==> src/rtl/ssrx_pkg.sv <==
package ssrx_pkg;

    typedef enum logic [1:0] {
        ADDR_CTRL = 2'd0,
        ADDR_STAT = 2'd1,
        ADDR_DATA = 2'd2,
        ADDR_NONE = 2'd3
    } reg_addr_e;

    // packed order puts rx_full at bit 0, overrun at bit 1, tx_end at bit 2
    typedef struct packed {
        logic tx_end;
        logic overrun;
        logic rx_full;
    } flags_t;

    localparam int unsigned FLAG_W = $bits(flags_t);

    function automatic flags_t flags_from_bits(logic [FLAG_W-1:0] b);
        return flags_t'(b);
    endfunction

endpackage

==> src/rtl/ssrx_sync.sv <==
module ssrx_sync #(
    parameter int unsigned WIDTH  = 2,
    parameter int unsigned STAGES = 2
) (
    input  logic             clk,
    input  logic             rst,
    input  logic [WIDTH-1:0] async_in,
    output logic [WIDTH-1:0] sync_out
);
    logic [WIDTH-1:0] stage_q [STAGES];

    always_ff @(posedge clk) begin
        if (rst) stage_q[0] <= '0;
        else     stage_q[0] <= async_in;
    end

    for (genvar k = 1; k < STAGES; k++) begin : g_stage
        always_ff @(posedge clk) begin
            if (rst) stage_q[k] <= '0;
            else     stage_q[k] <= stage_q[k-1];
        end
    end

    assign sync_out = stage_q[STAGES-1];
endmodule

==> src/rtl/ssrx_shifter.sv <==
module ssrx_shifter #(
    parameter int unsigned FRAME_BITS = 8
) (
    input  logic                  clk,
    input  logic                  rst,
    input  logic                  run,
    input  logic                  sclk_s,
    input  logic                  sdat_s,
    output logic                  done,
    output logic [FRAME_BITS-1:0] frame
);
    localparam int unsigned CNT_W = (FRAME_BITS > 2) ? $clog2(FRAME_BITS) : 1;
    localparam logic [CNT_W-1:0] LAST_BIT = CNT_W'(FRAME_BITS - 1);

    logic                  sclk_d;
    logic                  rise;
    logic [CNT_W-1:0]      cnt_q;
    logic [FRAME_BITS-1:0] shreg_q;
    logic [FRAME_BITS-1:0] shreg_n;

    assign rise    = sclk_s & ~sclk_d;
    assign shreg_n = {shreg_q[FRAME_BITS-2:0], sdat_s};

    always_ff @(posedge clk) begin
        if (rst) begin
            sclk_d  <= 1'b0;
            cnt_q   <= '0;
            shreg_q <= '0;
            done    <= 1'b0;
            frame   <= '0;
        end else begin
            sclk_d <= sclk_s;
            done   <= 1'b0;
            if (!run) begin
                cnt_q <= '0;
            end else if (rise) begin
                shreg_q <= shreg_n;
                if (cnt_q == LAST_BIT) begin
                    cnt_q <= '0;
                    done  <= 1'b1;
                    frame <= shreg_n;
                end else begin
                    cnt_q <= cnt_q + 1'b1;
                end
            end
        end
    end

    AST_DONE_NEEDS_RUN: assert property (@(posedge clk) disable iff (rst)
        done |-> $past(run)) else $error("frame completed while halted");

    AST_IDLE_COUNT_ZERO: assert property (@(posedge clk) disable iff (rst)
        (!run && !$past(run)) |-> !done) else $error("frame out of idle state");
endmodule

==> src/rtl/ssrx_regs.sv <==
module ssrx_regs
    import ssrx_pkg::*;
#(
    parameter int unsigned FRAME_BITS = 8,
    parameter int unsigned REG_W      = 8
) (
    input  logic                  clk,
    input  logic                  rst,
    input  reg_addr_e             addr,
    input  logic                  wr_en,
    input  logic                  rd_en,
    input  logic [REG_W-1:0]      wdata,
    output logic [REG_W-1:0]      rdata,
    input  logic                  frame_done,
    input  logic [FRAME_BITS-1:0] frame_byte,
    input  logic                  tx_end_set,
    output logic                  run
);
    flags_t                flg_q, arm_q;
    logic                  en_q;
    logic [FRAME_BITS-1:0] dat_q;

    logic wr_ctrl, wr_stat, rd_stat, rd_data;
    logic [FLAG_W-1:0] cur, clr, setm, nxt, arm_n;
    logic wdata_unused;

    assign wr_ctrl = wr_en && (addr == ADDR_CTRL);
    assign wr_stat = wr_en && (addr == ADDR_STAT);
    assign rd_stat = rd_en && (addr == ADDR_STAT);
    assign rd_data = rd_en && (addr == ADDR_DATA);
    assign wdata_unused = ^wdata[REG_W-1:FLAG_W];

    always_comb begin
        cur  = flg_q;
        clr  = '0;
        setm = '0;
        if (wr_stat) clr = arm_q & ~wdata[FLAG_W-1:0];
        if (rd_data) clr[0] = 1'b1;
        setm[2] = tx_end_set;
        if (frame_done) begin
            if (flg_q.rx_full) setm[1] = 1'b1;
            else               setm[0] = 1'b1;
        end
        nxt   = (cur & ~clr) | setm;
        arm_n = ((rd_stat ? (arm_q | cur) : arm_q) & ~clr) & nxt;
    end

    always_ff @(posedge clk) begin
        if (rst) begin
            flg_q <= '0;
            arm_q <= '0;
            en_q  <= 1'b0;
            dat_q <= '0;
        end else begin
            flg_q <= flags_from_bits(nxt);
            arm_q <= flags_from_bits(arm_n);
            if (wr_ctrl) begin
                if (!wdata[0])   en_q <= 1'b0;
                else if (cur == '0) en_q <= 1'b1;
            end
            if (frame_done && !flg_q.rx_full) dat_q <= frame_byte;
        end
    end

    assign run = en_q & ~flg_q.overrun;

    always_comb begin
        rdata = '0;
        case (addr)
            ADDR_CTRL: rdata[0] = en_q;
            ADDR_STAT: rdata[FLAG_W-1:0] = flg_q;
            ADDR_DATA: rdata[FRAME_BITS-1:0] = dat_q;
            default:   rdata = '0;
        endcase
    end

    AST_OVR_ON_FULL: assert property (@(posedge clk) disable iff (rst)
        (frame_done && flg_q.rx_full) |=> flg_q.overrun) else $error("overrun missed");

    AST_KEEP_OLD_BYTE: assert property (@(posedge clk) disable iff (rst)
        (frame_done && flg_q.rx_full) |=> $stable(dat_q)) else $error("byte overwritten");

    AST_EN_GATED: assert property (@(posedge clk) disable iff (rst)
        $rose(en_q) |-> ($past(flg_q) == '0)) else $error("enable with flag set");

    AST_OVR_CLEAR_SEQ: assert property (@(posedge clk) disable iff (rst)
        $fell(flg_q.overrun) |-> $past(wr_stat && !wdata[1] && arm_q.overrun))
        else $error("overrun cleared without read-write sequence");
endmodule

==> src/rtl/sync_serial_rx.sv <==
module sync_serial_rx
    import ssrx_pkg::*;
#(
    parameter int unsigned FRAME_BITS  = 8,
    parameter int unsigned REG_W       = 8,
    parameter int unsigned SYNC_STAGES = 2
) (
    input  logic             clk,
    input  logic             rst,
    input  logic             sclk_in,
    input  logic             sdata_in,
    input  logic             tx_end_set,
    input  logic [1:0]       reg_addr,
    input  logic             reg_wr,
    input  logic             reg_rd,
    input  logic [REG_W-1:0] reg_wdata,
    output logic [REG_W-1:0] reg_rdata
);
    logic [1:0]            line_s;
    logic                  run;
    logic                  frame_done;
    logic [FRAME_BITS-1:0] frame_byte;

    ssrx_sync #(.WIDTH(2), .STAGES(SYNC_STAGES)) u_sync (
        .clk      (clk),
        .rst      (rst),
        .async_in ({sclk_in, sdata_in}),
        .sync_out (line_s)
    );

    ssrx_shifter #(.FRAME_BITS(FRAME_BITS)) u_shift (
        .clk    (clk),
        .rst    (rst),
        .run    (run),
        .sclk_s (line_s[1]),
        .sdat_s (line_s[0]),
        .done   (frame_done),
        .frame  (frame_byte)
    );

    ssrx_regs #(.FRAME_BITS(FRAME_BITS), .REG_W(REG_W)) u_regs (
        .clk        (clk),
        .rst        (rst),
        .addr       (reg_addr_e'(reg_addr)),
        .wr_en      (reg_wr),
        .rd_en      (reg_rd),
        .wdata      (reg_wdata),
        .rdata      (reg_rdata),
        .frame_done (frame_done),
        .frame_byte (frame_byte),
        .tx_end_set (tx_end_set),
        .run        (run)
    );
endmodule

==> config.mk <==
export PLATFORM = sky130hd
export DESIGN_NAME = sync_serial_rx
export DESIGN_NICKNAME = d
export VERILOG_FILES = /design/src/rtl/ssrx_pkg.sv /design/src/rtl/ssrx_sync.sv /design/src/rtl/ssrx_shifter.sv /design/src/rtl/ssrx_regs.sv /design/src/rtl/sync_serial_rx.sv
export SDC_FILE = /design/constraint.sdc
export NUM_CORES = 1
export LEC_CHECK = 0
export ABC_AREA = 0
export BUFFER_PORTS_ARGS = -buffer_cell sky130_fd_sc_hd__buf_2
export CAP_MARGIN = 15
export CORE_MARGIN = 10
export CORE_UTILIZATION = 58
export CTS_BUF_LIST = sky130_fd_sc_hd__clkbuf_4 sky130_fd_sc_hd__clkbuf_8
export DETAILED_ROUTE_END_ITERATION = 16
export GPL_TIMING_DRIVEN = 0
export PLACE_DENSITY = 0.81
export REMOVE_ABC_BUFFERS = 1
export SYNTH_ARGS = -nofsm -noshare
export SYNTH_HDL_FRONTEND = slang
export SYNTH_SLANG_ARGS = --single-unit
==> constraint.sdc <==
create_clock -name clk -period 1.4 [get_ports clk]
set_input_delay 0.14 -clock clk [delete_from_list [all_inputs] [get_ports clk]]
set_output_delay 0.14 -clock clk [all_outputs]
set_load 0.01 [all_outputs]
# == Word level (Yosys, flattened, before mapping) ==
# Memories as Yosys holds them, arrays and structs flattened.
# Cells that the tools add are included.
# op_classes
add_sub_neg,1
eq_ne,4
bitwise,16
n_reduce_logical,13
n_mux,18
# ops
op,count
bitwise AND 3 bit,4
2-to-1 mux 1 bit,9
2-to-1 mux 3 bit,3
2-to-1 mux 2 bit,3
NOT 3 bit,2
OR 3 bit,2
logical AND 1 bit,5
2-to-1 mux 5 bit,1
NOT 1 bit,4
case mux 2 bit (2 select lines),1
AND reduction 2 bit,2
"adder 3 x 1 -> 3 bit, second input constant",1
"== test 3 bit, second input constant",1
zero test 3 bit,1
case mux 1 bit (3 select lines),1
AND reduction 3 bit,1
OR reduction 3 bit,1
bitwise AND 1 bit,2
"== test 2 x 1 -> 1 bit, second input constant",1
"== test 2 bit, second input constant",1
zero test 2 bit,1
"!= test 2 x 1 -> 1 bit, second input constant",1
OR 1 bit,2
OR reduction 2 bit,1
zero test 1 bit,1
# word_totals
mem_bits_rw,4
ff_bits,35
word_cells,66
mem_count,1
out_inout_bits,8
# memory_table
name,words,width,read_ports,rd_clocked_by_memory_dff,wr,line_no,text
u_sync.stage_q,2,2,2,0,2,ssrx_sync.sv:10,logic [WIDTH-1:0] stage_q [STAGES];

# == Longest topological paths before layout ==
# logic_depth
depth_word,8
depth_mapped,6

# == Hierarchy ==
# Synthesis repeated with hierarchy kept, for this count alone.
# hier_totals
hier_cells,184
hier_area_um2,1610.3
# by_module_without_submodules
mod,seq_area_each_um2,area_per_inst_um2,n_inst,cells_each
ssrx_shifter,400.4,782.0,1,87
ssrx_regs,300.3,723.2,1,89
ssrx_sync,80.1,105.1,1,8

# == Worst setup path after synthesis ==
# Ideal clock, no wire load.
# synth_path
kind,reg2reg
start,register u_shift.cnt_q[0]
end,register u_shift.cnt_q[1]
slack_ns,0.173
required_ns,1.286
setup_time_ns,0.114
t_arrival_ns,1.112
path_buffers,1
path_stages_with_launch,7
period_less_slack_ns,1.227
path_cell_list,dfxtp_1 -> ha_1 -> ha_1 -> clkbuf_1 -> nor2b_1 -> mux2i_1 -> nor2_1
# synth_between
elab_chain_cells,2
elab_cells_between_ends,3
cone_classes,1 x add/sub; 1 x eq/ne; 1 x mux
# synth_rtl
element,line_no,text
start: declaration,ssrx_shifter.sv:17,logic [CNT_W-1:0] cnt_q;
start signal: assignment,ssrx_shifter.sv:43,cnt_q <= cnt_q + 1'b1;
adder 3 x 1 -> 3 bit or == test 3 bit (tied branches),"ssrx_shifter.sv:43, ssrx_shifter.sv:38",
2-to-1 mux 3 bit (*),ssrx_shifter.sv:38,if (cnt_q == LAST_BIT) begin
# Every way passes the cells marked *; elsewhere a longest branch is shown, timed or not.
# A chain may end at the register's enable or synchronous reset.

# == Final worst setup path ==
# layout_path
start,register u_regs.flg_q (netlist bit u_regs.cur[0])
end,output port reg_rdata[0]
# layout_between
elab_chain_cells,1
# layout_rtl
element,line_no,text
start: declaration,ssrx_regs.sv:19,"flags_t flg_q, arm_q;"
start signal: assignment,ssrx_regs.sv:55,flg_q <= flags_from_bits(nxt);
case mux 1 bit (3 select lines),ssrx_regs.sv:69,case (addr)
end: declaration,sync_serial_rx.sv:17,output logic [REG_W-1:0] reg_rdata
# No other way between the ends.

==> run summary <==
The run finished with clean final reports. At the pin with the least slew margin, the transition time is 694 ps. The number of I/O port buffers is 19.

Counting every instance in the synthesized netlist gives 179. The total global-route track usage came out at 12.0%. The nature of the critical path startpoint is a flip-flop.

The Yosys step of the flow raised 0 warnings. Buffers added to address setup during post-CTS repair amount to 0. The met2 usage came out at 19.5%. The clock passes through at most 2 buffers. The tree is rooted in a sky130_fd_sc_hd__clkbuf_4. The initial antenna violation count is 0. Dividing the detail-routed via count by the number of cells gives 5.51.

The final estimated routing congestion in global placement came out at 0.831. The total of max-cap violations is 0. In this run the worst hold path is classified as in -> reg. The number of global-route vias before repair is 1196. The period utilization came out at 97.3%. The number of non-filler instances in the completed layout came out at 229. Wires add up to 3150 um.

The power density over the cells came out at 969 mW/mm^2. Data on the critical path arrives at its endpoint at 1220 ps. After clock tree synthesis, the clock-pin slew on the worst setup and hold paths is 110 ps. The mean post-synth cell area came out at 9.46 sq um. The signal on the critical path passes through a222oi_1 > nor2_1 > buf_2. After routing the design area is 0.00185 sq mm. Pin placement for this block handled 25 I/O pins. The leakage component of the power came out at 0.000702 uW. The met1 usage came out at 13.2%.

The highest clock rate is 0.734 GHz. The number of storage elements in the synthesis netlist is 39. The relative max-transition margin is 53.7%. The number of setup violations in the final report is 0. Clock latency on the worst-skew pair, taken at its later pin, is 350 ps. The worst setup margin came out at 37.5 ps. The wire length of the first global-routing pass is 5220 um. The die boundary height is 74.0 um. The pre-antenna-repair detailed-routing pass consisted of 4 iterations.

The aggregate global routing overflow came out at 0. The worst clock skew is 7.57 ps. The initial core utilization came out at 60.9%. Along the worst path, the maximum fanout reaches 8. The pin count of the biggest net entering global routing came out at 46. Summing every instance area after synthesis gives 0.00169 sq mm. The maximum resistive drop on vdd is 0.788 mV.

The number of antenna diodes is 0. Once placement finished, the instance area stood at 0.00175 sq mm. Setup repair after global routing could not meet its margin everywhere. The worst setup path is of the reg -> out kind. The final number of hold-violating endpoints was 0. The pre-CTS setup slack came out at -194 ps. The delay of the slowest cell on the worst path is 380 ps. The final layout net count came out at 220. After detailed routing, the average wire length per cell comes to 13.7 um. The endpoint class of the critical path is an output port.

The total via count in the routed design came out at 1262. The global routing met3 resource utilization came out at 5.32%. In this run the horizontal extent of the chip is 74.0 um.

The number of H-tree levels is 2. The cell total after placement came out at 218. The aggregate negative setup slack is 0 ps. The required time of the critical path is 1260 ps. TritonCTS built the clock tree. Summed over all nets, the half-perimeter wirelength after detailed placement is 2160 um. The standard cell core area came out at 0.00278 sq mm. Summing the sequential cell areas from Yosys gives 46.1% of the chip area. met2 is the most crowded layer.

The full die area came out at 0.00548 sq mm. The final number of max-transition violations is 0. The highest-delay cell along the critical path is sky130_fd_sc_hd__dfxtp_4. The worst path needs 1360 ps of the cycle, external delays included.

The row count came out at 19. The number of sinks driven by the clock tree is 39. In the routed design, unresolved DRC markers number 0. The number of different library cells used by synthesis comes to 29. The initial detailed-routing violation count is 90.

The fraction of final layout cells sized beyond drive strength 1 came out at 21.7%. The number of routed nets with antenna violations came out at 0. The number of buffers added by the clock tree synthesis step came out at 5. The post-synthesis to final-layout area growth came out at 9.53%.
-- placed cells by master (no fill, tap or decap), drive strengths merged, types with 2 or more instances in the layout --
cell	instances
nand2b	11
nor2b	11
nand2	21
and2	7
mux2i	10
dfxtp	39
o21ai	11
a22oi	3
dlygate4sd3	2
nand4b	11
nor2	15
nand3	2
ha	6
clkbuf	7
and4bb	2
a21oi	12
nor3	2
inv	2
buf	19
-- worst paths after layout --
check / from / endpoint / slack, ps / cells after the start
setup / recovery: u_regs.cur[0] / reg_rdata[0] / 40 / 3
hold / removal: tx_end_set / u_regs.cur[2] / 30 / 3
setup reg to reg: u_shift.cnt_q[0] / u_shift.done / 100 / 4
hold reg to reg: u_sync.stage_q[0][1] / u_sync.stage_q[1][1] / 450 / 1
-- through the flow --
step	hold WS, ps	total power, uW	util (%)
after floorplan	204	1190	-
after global placement	354	1230	63.0
after detailed placement	356	1240	63.0
after CTS	1.11	1810	66.2
after global routing	7.60	1860	66.7
final	27.7	1800	66.7
-- cells in the mapped netlist (all sizes together) --
cell | instances | area [sq um]
ha | 6 | 75.1
a22oi | 3 | 22.5
and2 | 7 | 46.3
inv | 2 | 7.51
nor2b | 11 | 76.3
a211oi | 1 | 7.51
dfxtp | 39 | 781
nor2 | 15 | 56.3
clkbuf | 5 | 20.0
nand3 | 2 | 10.0
buf | 6 | 53.8
a21oi | 12 | 60.1
a31oi | 1 | 6.26
and4bb | 1 | 12.5
nand4b | 11 | 96.3
or3b | 1 | 8.76
nand2b | 11 | 68.8
mux2i | 10 | 100
o21ai | 11 | 85.1
a222oi | 1 | 10.0
nand2 | 21 | 78.8
nor3 | 2 | 10.0
-- layer usage --
layer | vias to the layer above | wire length [um] | part of all wire (%)
met3 | 8 | 192 | 6.1
met4 | 0 | 80 | 2.5
met5 | - | 0 | 0
met1 | 580 | 1370 | 44
li1 | 653 | - | -
met2 | 21 | 1500 | 48
-- where the power goes --
group	internal (uW)	leakage [uW]	switching (uW)
clock	234	0.0000361	345
combinational	44.0	0.000349	47.5
sequential	1120	0.000317	7.67
-- critical path, delay by kind of cell (launching register included) --
family,cells,cell delay (ps)
flip-flops,1,380
AO/OA/AOI/OAI,1,290
buffers and inverters,1,140
AND/OR/NAND/NOR,1,60
-- logic make-up (layout without fill, tap and decap cells) --
logic type      count (synthesis)  in the layout  share of synthesized area (%)
compound gates                 29             29                           11.3
fa+ha+maj                       6              6                           4.43
buf+inv                        13             31                           4.80
flops                          39             39                           46.1
mux                            10             10                           5.91
simple gates                   82             83                           27.4
-- registers in the layout, indices dropped and copies added (netlist names) --
signal / cells
u_regs.en_q: 1
u_shift.sclk_d: 1
u_regs.arm_q: 3
u_shift.shreg_q: 7
u_shift.frame: 8
u_shift.cnt_q: 3
u_regs.cur: 3
u_regs.dat_q: 8
u_sync.stage_q: 4
u_shift.done: 1
-- area by class of cell --
class                   count  area (sq um)
well taps                  31          38.8
inverters                   2          7.51
fillers                   223           927
clock buffers               7          52.6
clock inverters             1          5.00
repair buffers             21           115
flip-flops and latches     39           786
multi-input cells         128           850
-- repair_timing --
| action | in CTS | in global routing |
|---|---|---|
| endpoints found under the hold margin | 2 | 0 |
| pin swaps | 1 | 1 |
| setup endpoints to repair | 17 | 2 |
| gates resized for setup | 5 | 1 |
| hold buffers | 2 | 0 |
| gates cloned | 0 | 1 |
Power figures use the tool's default switching activity.
